File: src/rtl/alert_hb_pkg.sv
package alert_hb_pkg;
  typedef enum logic [1:0] {ST_IDLE, ST_WAIT, ST_SEND} tx_state_e;
  typedef enum logic {MSG_HB = 1'b0, MSG_EVT = 1'b1} msg_type_e;
endpackage

File: src/rtl/alert_hb_timer.sv
module alert_hb_timer #(
  parameter int PERIOD = 30,
  localparam int CW = $clog2(PERIOD + 1)
) (
  input  logic clk_i,
  input  logic rst_ni,
  input  logic en_i,
  input  logic tick_i,
  input  logic reload_i,
  output logic due_o
);
  logic [CW-1:0] cnt_q;

  always_ff @(posedge clk_i or negedge rst_ni) begin
    if (!rst_ni)                       cnt_q <= CW'(PERIOD);
    else if (!en_i || reload_i)        cnt_q <= CW'(PERIOD);
    else if (tick_i && cnt_q != '0)    cnt_q <= cnt_q - 1'b1;
  end

  assign due_o = en_i && (cnt_q == '0);


  cnt_range_chk: assert property (@(posedge clk_i) disable iff (!rst_ni)
    cnt_q <= CW'(PERIOD));

  reload_clears_due_chk: assert property (@(posedge clk_i) disable iff (!rst_ni)
    reload_i |=> !due_o);
endmodule

File: src/rtl/alert_tx_ctrl.sv
module alert_tx_ctrl
  import alert_hb_pkg::*;
#(
  parameter int SEQ_W = 4
) (
  input  logic             clk_i,
  input  logic             rst_ni,
  input  logic             hb_due_i,
  input  logic             ev_i,
  input  logic             bus_idle_i,
  input  logic             collision_i,
  input  logic             done_i,
  output logic             req_o,
  output logic             type_o,
  output logic [SEQ_W-1:0] seq_o,
  output logic             reload_o
);
  tx_state_e        st_q, st_d;
  msg_type_e        type_q;
  logic [SEQ_W-1:0] seq_next_q, seq_q;
  logic             pend_q, ev_any, launch;

  assign ev_any   = pend_q | ev_i;
  assign launch   = (st_q == ST_IDLE) && (ev_any || hb_due_i);
  assign reload_o = (st_q == ST_SEND) && done_i && !collision_i;

  always_comb begin
    st_d = st_q;
    unique case (st_q)
      ST_IDLE: if (launch) st_d = ST_WAIT;
      ST_WAIT: if (bus_idle_i) st_d = ST_SEND;
      ST_SEND: if (collision_i) st_d = ST_WAIT;
               else if (done_i) st_d = ST_IDLE;
      default: st_d = ST_IDLE;
    endcase
  end

  always_ff @(posedge clk_i or negedge rst_ni) begin
    if (!rst_ni) begin
      st_q       <= ST_IDLE;
      type_q     <= MSG_HB;
      seq_q      <= '0;
      seq_next_q <= '0;
      pend_q     <= 1'b0;
    end else begin
      st_q <= st_d;
      // pending event is consumed only by a launch from idle
      pend_q <= ((st_q == ST_IDLE) && ev_any) ? 1'b0 : ev_any;
      if (launch) begin
        type_q     <= ev_any ? MSG_EVT : MSG_HB;
        seq_q      <= seq_next_q;
        seq_next_q <= seq_next_q + 1'b1;
      end
    end
  end

  assign req_o  = (st_q == ST_SEND);
  assign type_o = type_q;
  assign seq_o  = seq_q;


  req_needs_idle_chk: assert property (@(posedge clk_i) disable iff (!rst_ni)
    $rose(req_o) |-> $past(bus_idle_i));

  collision_retry_chk: assert property (@(posedge clk_i) disable iff (!rst_ni)
    (req_o && collision_i) |=> (!req_o && $stable(seq_o) && $stable(type_o)));

  seq_step_chk: assert property (@(posedge clk_i) disable iff (!rst_ni)
    (seq_o != $past(seq_o)) |-> (seq_o == SEQ_W'($past(seq_o) + 1'b1)));

  req_hold_chk: assert property (@(posedge clk_i) disable iff (!rst_ni)
    (req_o && !done_i && !collision_i) |=> req_o);
endmodule

File: src/rtl/alert_hb_sched.sv
module alert_hb_sched #(
  parameter int PERIOD = 30,
  parameter int SEQ_W  = 4
) (
  input  logic             clk_i,
  input  logic             rst_ni,
  input  logic             sleep_i,
  input  logic             lockup_set_i,
  input  logic             lockup_clr_i,
  input  logic             event_i,
  input  logic             tick_i,
  input  logic             bus_idle_i,
  input  logic             collision_i,
  input  logic             msg_done_i,
  output logic             msg_req_o,
  output logic             msg_type_o,
  output logic [SEQ_W-1:0] msg_seq_o
);
  logic lock_q, hb_en, hb_due, reload;

  always_ff @(posedge clk_i or negedge rst_ni) begin
    if (!rst_ni)           lock_q <= 1'b0;
    else if (lockup_set_i) lock_q <= 1'b1;
    else if (lockup_clr_i) lock_q <= 1'b0;
  end

  assign hb_en = sleep_i | lock_q;

  alert_hb_timer #(.PERIOD(PERIOD)) timer_i (
    .clk_i    (clk_i),
    .rst_ni   (rst_ni),
    .en_i     (hb_en),
    .tick_i   (tick_i),
    .reload_i (reload),
    .due_o    (hb_due)
  );

  alert_tx_ctrl #(.SEQ_W(SEQ_W)) ctrl_i (
    .clk_i       (clk_i),
    .rst_ni      (rst_ni),
    .hb_due_i    (hb_due),
    .ev_i        (event_i & hb_en),
    .bus_idle_i  (bus_idle_i),
    .collision_i (collision_i),
    .done_i      (msg_done_i),
    .req_o       (msg_req_o),
    .type_o      (msg_type_o),
    .seq_o       (msg_seq_o),
    .reload_o    (reload)
  );


  lock_set_wins_chk: assert property (@(posedge clk_i) disable iff (!rst_ni)
    lockup_set_i |=> lock_q);
endmodule

File: config.mk
export PLATFORM = sky130hd
export DESIGN_NAME = alert_hb_sched
export DESIGN_NICKNAME = d
export VERILOG_FILES = /design/src/rtl/alert_hb_pkg.sv /design/src/rtl/alert_hb_timer.sv /design/src/rtl/alert_tx_ctrl.sv /design/src/rtl/alert_hb_sched.sv
export SDC_FILE = /design/constraint.sdc
export NUM_CORES = 1
export LEC_CHECK = 0
export ABC_AREA = 0
export CORE_MARGIN = 2
export CORE_UTILIZATION = 53
export DETAILED_ROUTE_END_ITERATION = 7
export HOLD_SLACK_MARGIN = 0.1
export PLACE_DENSITY = 0.85
export SLEW_MARGIN = 10
export SYNTH_ARGS = -nofsm -noshare
export SYNTH_HDL_FRONTEND = slang
export SYNTH_SLANG_ARGS = --single-unit
File: constraint.sdc
create_clock -name clk_i -period 5.9 [get_ports clk_i]
set_clock_uncertainty 0.2 [all_clocks]
set_input_delay 1.18 -clock clk_i [delete_from_list [all_inputs] [get_ports clk_i]]
set_output_delay 1.18 -clock clk_i [all_outputs]
set_load 0.03 [all_outputs]
==> load_flow_metrics.sql <==
INSERT INTO impl_metrics (metric_group, metric, value, unit) VALUES
('outcome', 'run_status', 'finished clean', ''),
('drt', 'dr_wl_met3', '54', 'um'),
('global_routing', 'grt_first_pass_wirelength', '2680', 'um'),
('clocking', 'cts-buffers-inserted', '3', ''),
('floorplan', 'top_level_ports', '16', ''),
('drt', 'wl_met2', '686', 'um'),
('setup_path', 'timing_worst_setup_path_type', 'flop to primary output', ''),
('finish', 'layout-drive-gt1-share', '17.0', '%'),
('timing', 'final_min_period_over_clock_period', '50.7', '%'),
('timing', 'setup_violations', '0', ''),
('clocking', 'post_cts_hold_buffer_count', '0', ''),
('clocking', 'clock-root-buffer', 'clkbuf_4', ''),
('setup_path', 'reg2regPathDepth', '5', ''),
('setup_path', 'setup.worst_path.end', 'msg_req_o', ''),
('setup_path', 'arrival', '1.61', 'ns'),
('setup_path', 'slowest_delay', '0.69', 'ns'),
('setup_path', 'crit_path_capture_type', 'primary output', ''),
('finish', 'flow.area_growth_from_synthesis', '23.5', '%'),
('drt', 'ant_nets', '0', ''),
('placed_design', 'placement.setup.worst_slack', '2.96', 'ns'),
('clocking', 'cts.htree.levels', '1', ''),
('power_and_ir_drop', 'static-leakage-power', '0.443', 'nW'),
('drt', 'route.top_layer_used', 'met4', ''),
('clocking', 'cts.repair_timing.setup_buffer_count', '0', ''),
('setup_path', 'r2r-start', 'timer_i.cnt_q[0]', ''),
('timing', 'timing.setup.tns', '0', 'ns'),
('logic_synthesis', 'yosys_warnings', '0', ''),
('placed_design', 'dp_hpwl', '1150', 'um'),
('setup_path', 'worstPathBufferInverterCount', '2', ''),
('power_and_ir_drop', 'power.switching_fraction', '37.5', '%'),
('setup_path', 'regToRegEndpoint', 'ctrl_i.seq_next_q[1]', ''),
('finish', 'fillerInstances', '115', ''),
('timing', 'drv_slew', '0', ''),
('power_and_ir_drop', 'proportion_of_power_drawn_by_flip_flops_and_latches', '43.9', '%'),
('floorplan', 'core_area', '1510', 'sq um'),
('finish', 'combined_area_of_the_multi_input_logic_cells', '368', 'sq um'),
('floorplan', 'die_w', '44.2', 'um'),
('finish', 'finalNetCount', '107', ''),
('clocking', 'cts.sink_count', '18', ''),
('global_routing', 'first_global_vias', '629', ''),
('global_routing', 'number_of_antenna_violations_at_the_first_check_in_global_routing', '0', ''),
('clocking', 'clock_path_buffers', '2', ''),
('setup_path', 'ff2ff_setup_slack', '3.44', 'ns'),
('timing', 'final_critical_path_setup_slack', '2.91', 'ns'),
('setup_path', 'crit_fanout', '5', ''),
('logic_synthesis', 'nets_in_the_synthesized_netlist', '88', ''),
('floorplan', 'die-height', '44.2', 'um'),
('power_and_ir_drop', 'power_density', '498', 'nW/um^2'),
('finish', 'area.sequential', '455', 'sq um'),
('power_and_ir_drop', 'max-vdd-ir-drop', '309', 'uV'),
('setup_path', 'timing.critical_path.required', '4.52', 'ns'),
('drt', 'drt_first_iter_violations', '5', ''),
('finish', 'antenna_cells_inserted', '0', ''),
('finish', 'finalInstanceArea', '1060', 'sq um'),
('logic_synthesis', 'synth.distinct_cells', '30', ''),
('logic_synthesis', 'mean_post_synth_cell_area', '11.3', 'sq um'),
('timing', 'layout_min_cycle_time', '2.99', 'ns'),
('logic_synthesis', 'synth_cells', '76', ''),
('logic_synthesis', 'netlist_area', '858', 'sq um'),
('clocking', 'worst_setup_hold_path_clk_slew', '0.10', 'ns'),
('setup_path', 'timing.critical_path.depth', '3', ''),
('setup_path', 'worstSetupStartpoint', 'ctrl_i.st_q[1]', ''),
('timing', 'worst_margin_slew', '0.782', 'ns'),
('setup_path', 'timing.critical_path.max_delay_family', 'buffers and inverters', ''),
('power_and_ir_drop', 'share_comb_of_total_power', '41.5', '%'),
('floorplan', 'initial_utilization', '57.0', '%'),
('global_routing', 'grt_overflow_total', '0', ''),
('setup_path', 'worst_setup_path_start_kind', 'flop', ''),
('logic_synthesis', 'async_s_r_ff_share_synth', '100', '%'),
('drt', 'detail_route.wirelength', '1530', 'um'),
('finish', 'final_cells', '110', '');
==> power by group through the flow <==
| stage | logic (mW) | registers, mW | clock network [mW] |
|---|---|---|---|
| 2_1_floorplan | 0.118 | 0.258 | 0 |
| 3_3_place_gp | 0.214 | 0.231 | 0 |
| 3_5_place_dp | 0.220 | 0.234 | 0 |
| 4_1_cts | 0.221 | 0.232 | 0.0789 |
| 5_1_grt | 0.242 | 0.242 | 0.0819 |
| 6_report | 0.219 | 0.232 | 0.0773 |
==> logic make-up after synthesis <==
group	synth area share (%)
AND/OR/NAND/NOR	13.0
AO/OA/AOI/OAI	17.3
flip-flops	53.1
buffers and inverters	4.08
multiplexers	6.56
XOR/XNOR	3.06
adder cells (fa/ha/maj)	2.91
==> cell usage in the layout, fill, tap and decap left out, types with 2 or more instances in the layout <==
master,n
clkdlybuf4s50_1,15
dfrtp_1,14
inv_1,8
mux2_2,5
nor2_1,4
o21ai_0,4
a21oi_1,4
dfstp_2,4
nand2_1,3
nor3_1,3
xor2_1,3
clkbuf_4,3
nor3b_1,2
nand3_1,2
o31ai_1,2
ha_1,2
==> worst min-delay path by stage <==
stage | endpoint | slack (ns) | cells after the start
3_5_place_dp | ctrl_i.seq_next_q[3] | 0.25 | 1
4_1_cts | ctrl_i.seq_next_q[3] | 0.27 | 1
3_3_place_gp | ctrl_i.seq_next_q[3] | 0.25 | 1
6_report | ctrl_i.seq_next_q[3] | 0.27 | 1
5_1_grt | timer_i.cnt_q[4] | 0.31 | 2
2_1_floorplan | ctrl_i.seq_next_q[3] | 0.24 | 1
==> routing by layer <==
layer  up-vias  GRT usage [%]
met5         -              0
met4         0           13.9
met3         5           2.86
met2        17           30.3
met1       301           25.2
li1        310              -
==> worst reg2reg max path: stages, from the launching register on <==
cell	delay, ns
dfrtp_1	0.42
inv_1	0.10
ha_1	0.18
or4b_1	0.61
a211oi_4	0.47
mux2_2	0.38
==> through the flow <==
stage,utilization (%),power (mW)
2_1_floorplan,-,0.377
3_3_place_gp,67.9,0.445
5_1_grt,70.3,0.566
4_1_cts,70.3,0.532
3_5_place_dp,67.9,0.454
6_report,70.3,0.528
==> flip-flops by register name (all words and copies together) (netlist names) <==
signal	flops
ctrl_i.seq_next_q	4
ctrl_i.pend_q	1
lock_q	1
timer_i.cnt_q	5
ctrl_i.seq_o	4
ctrl_i.type_o	1
ctrl_i.st_q	2
==> cell type report <==
cell class / instances / share of cell area [%]
tap: 16 / 1.89
clock buffer: 4 / 3.42
sequential: 18 / 43.0
inverter: 8 / 2.83
multi-input combinational: 49 / 34.7
timing repair buffer: 15 / 14.2
Note: power is estimated with default switching activity, not from simulation.
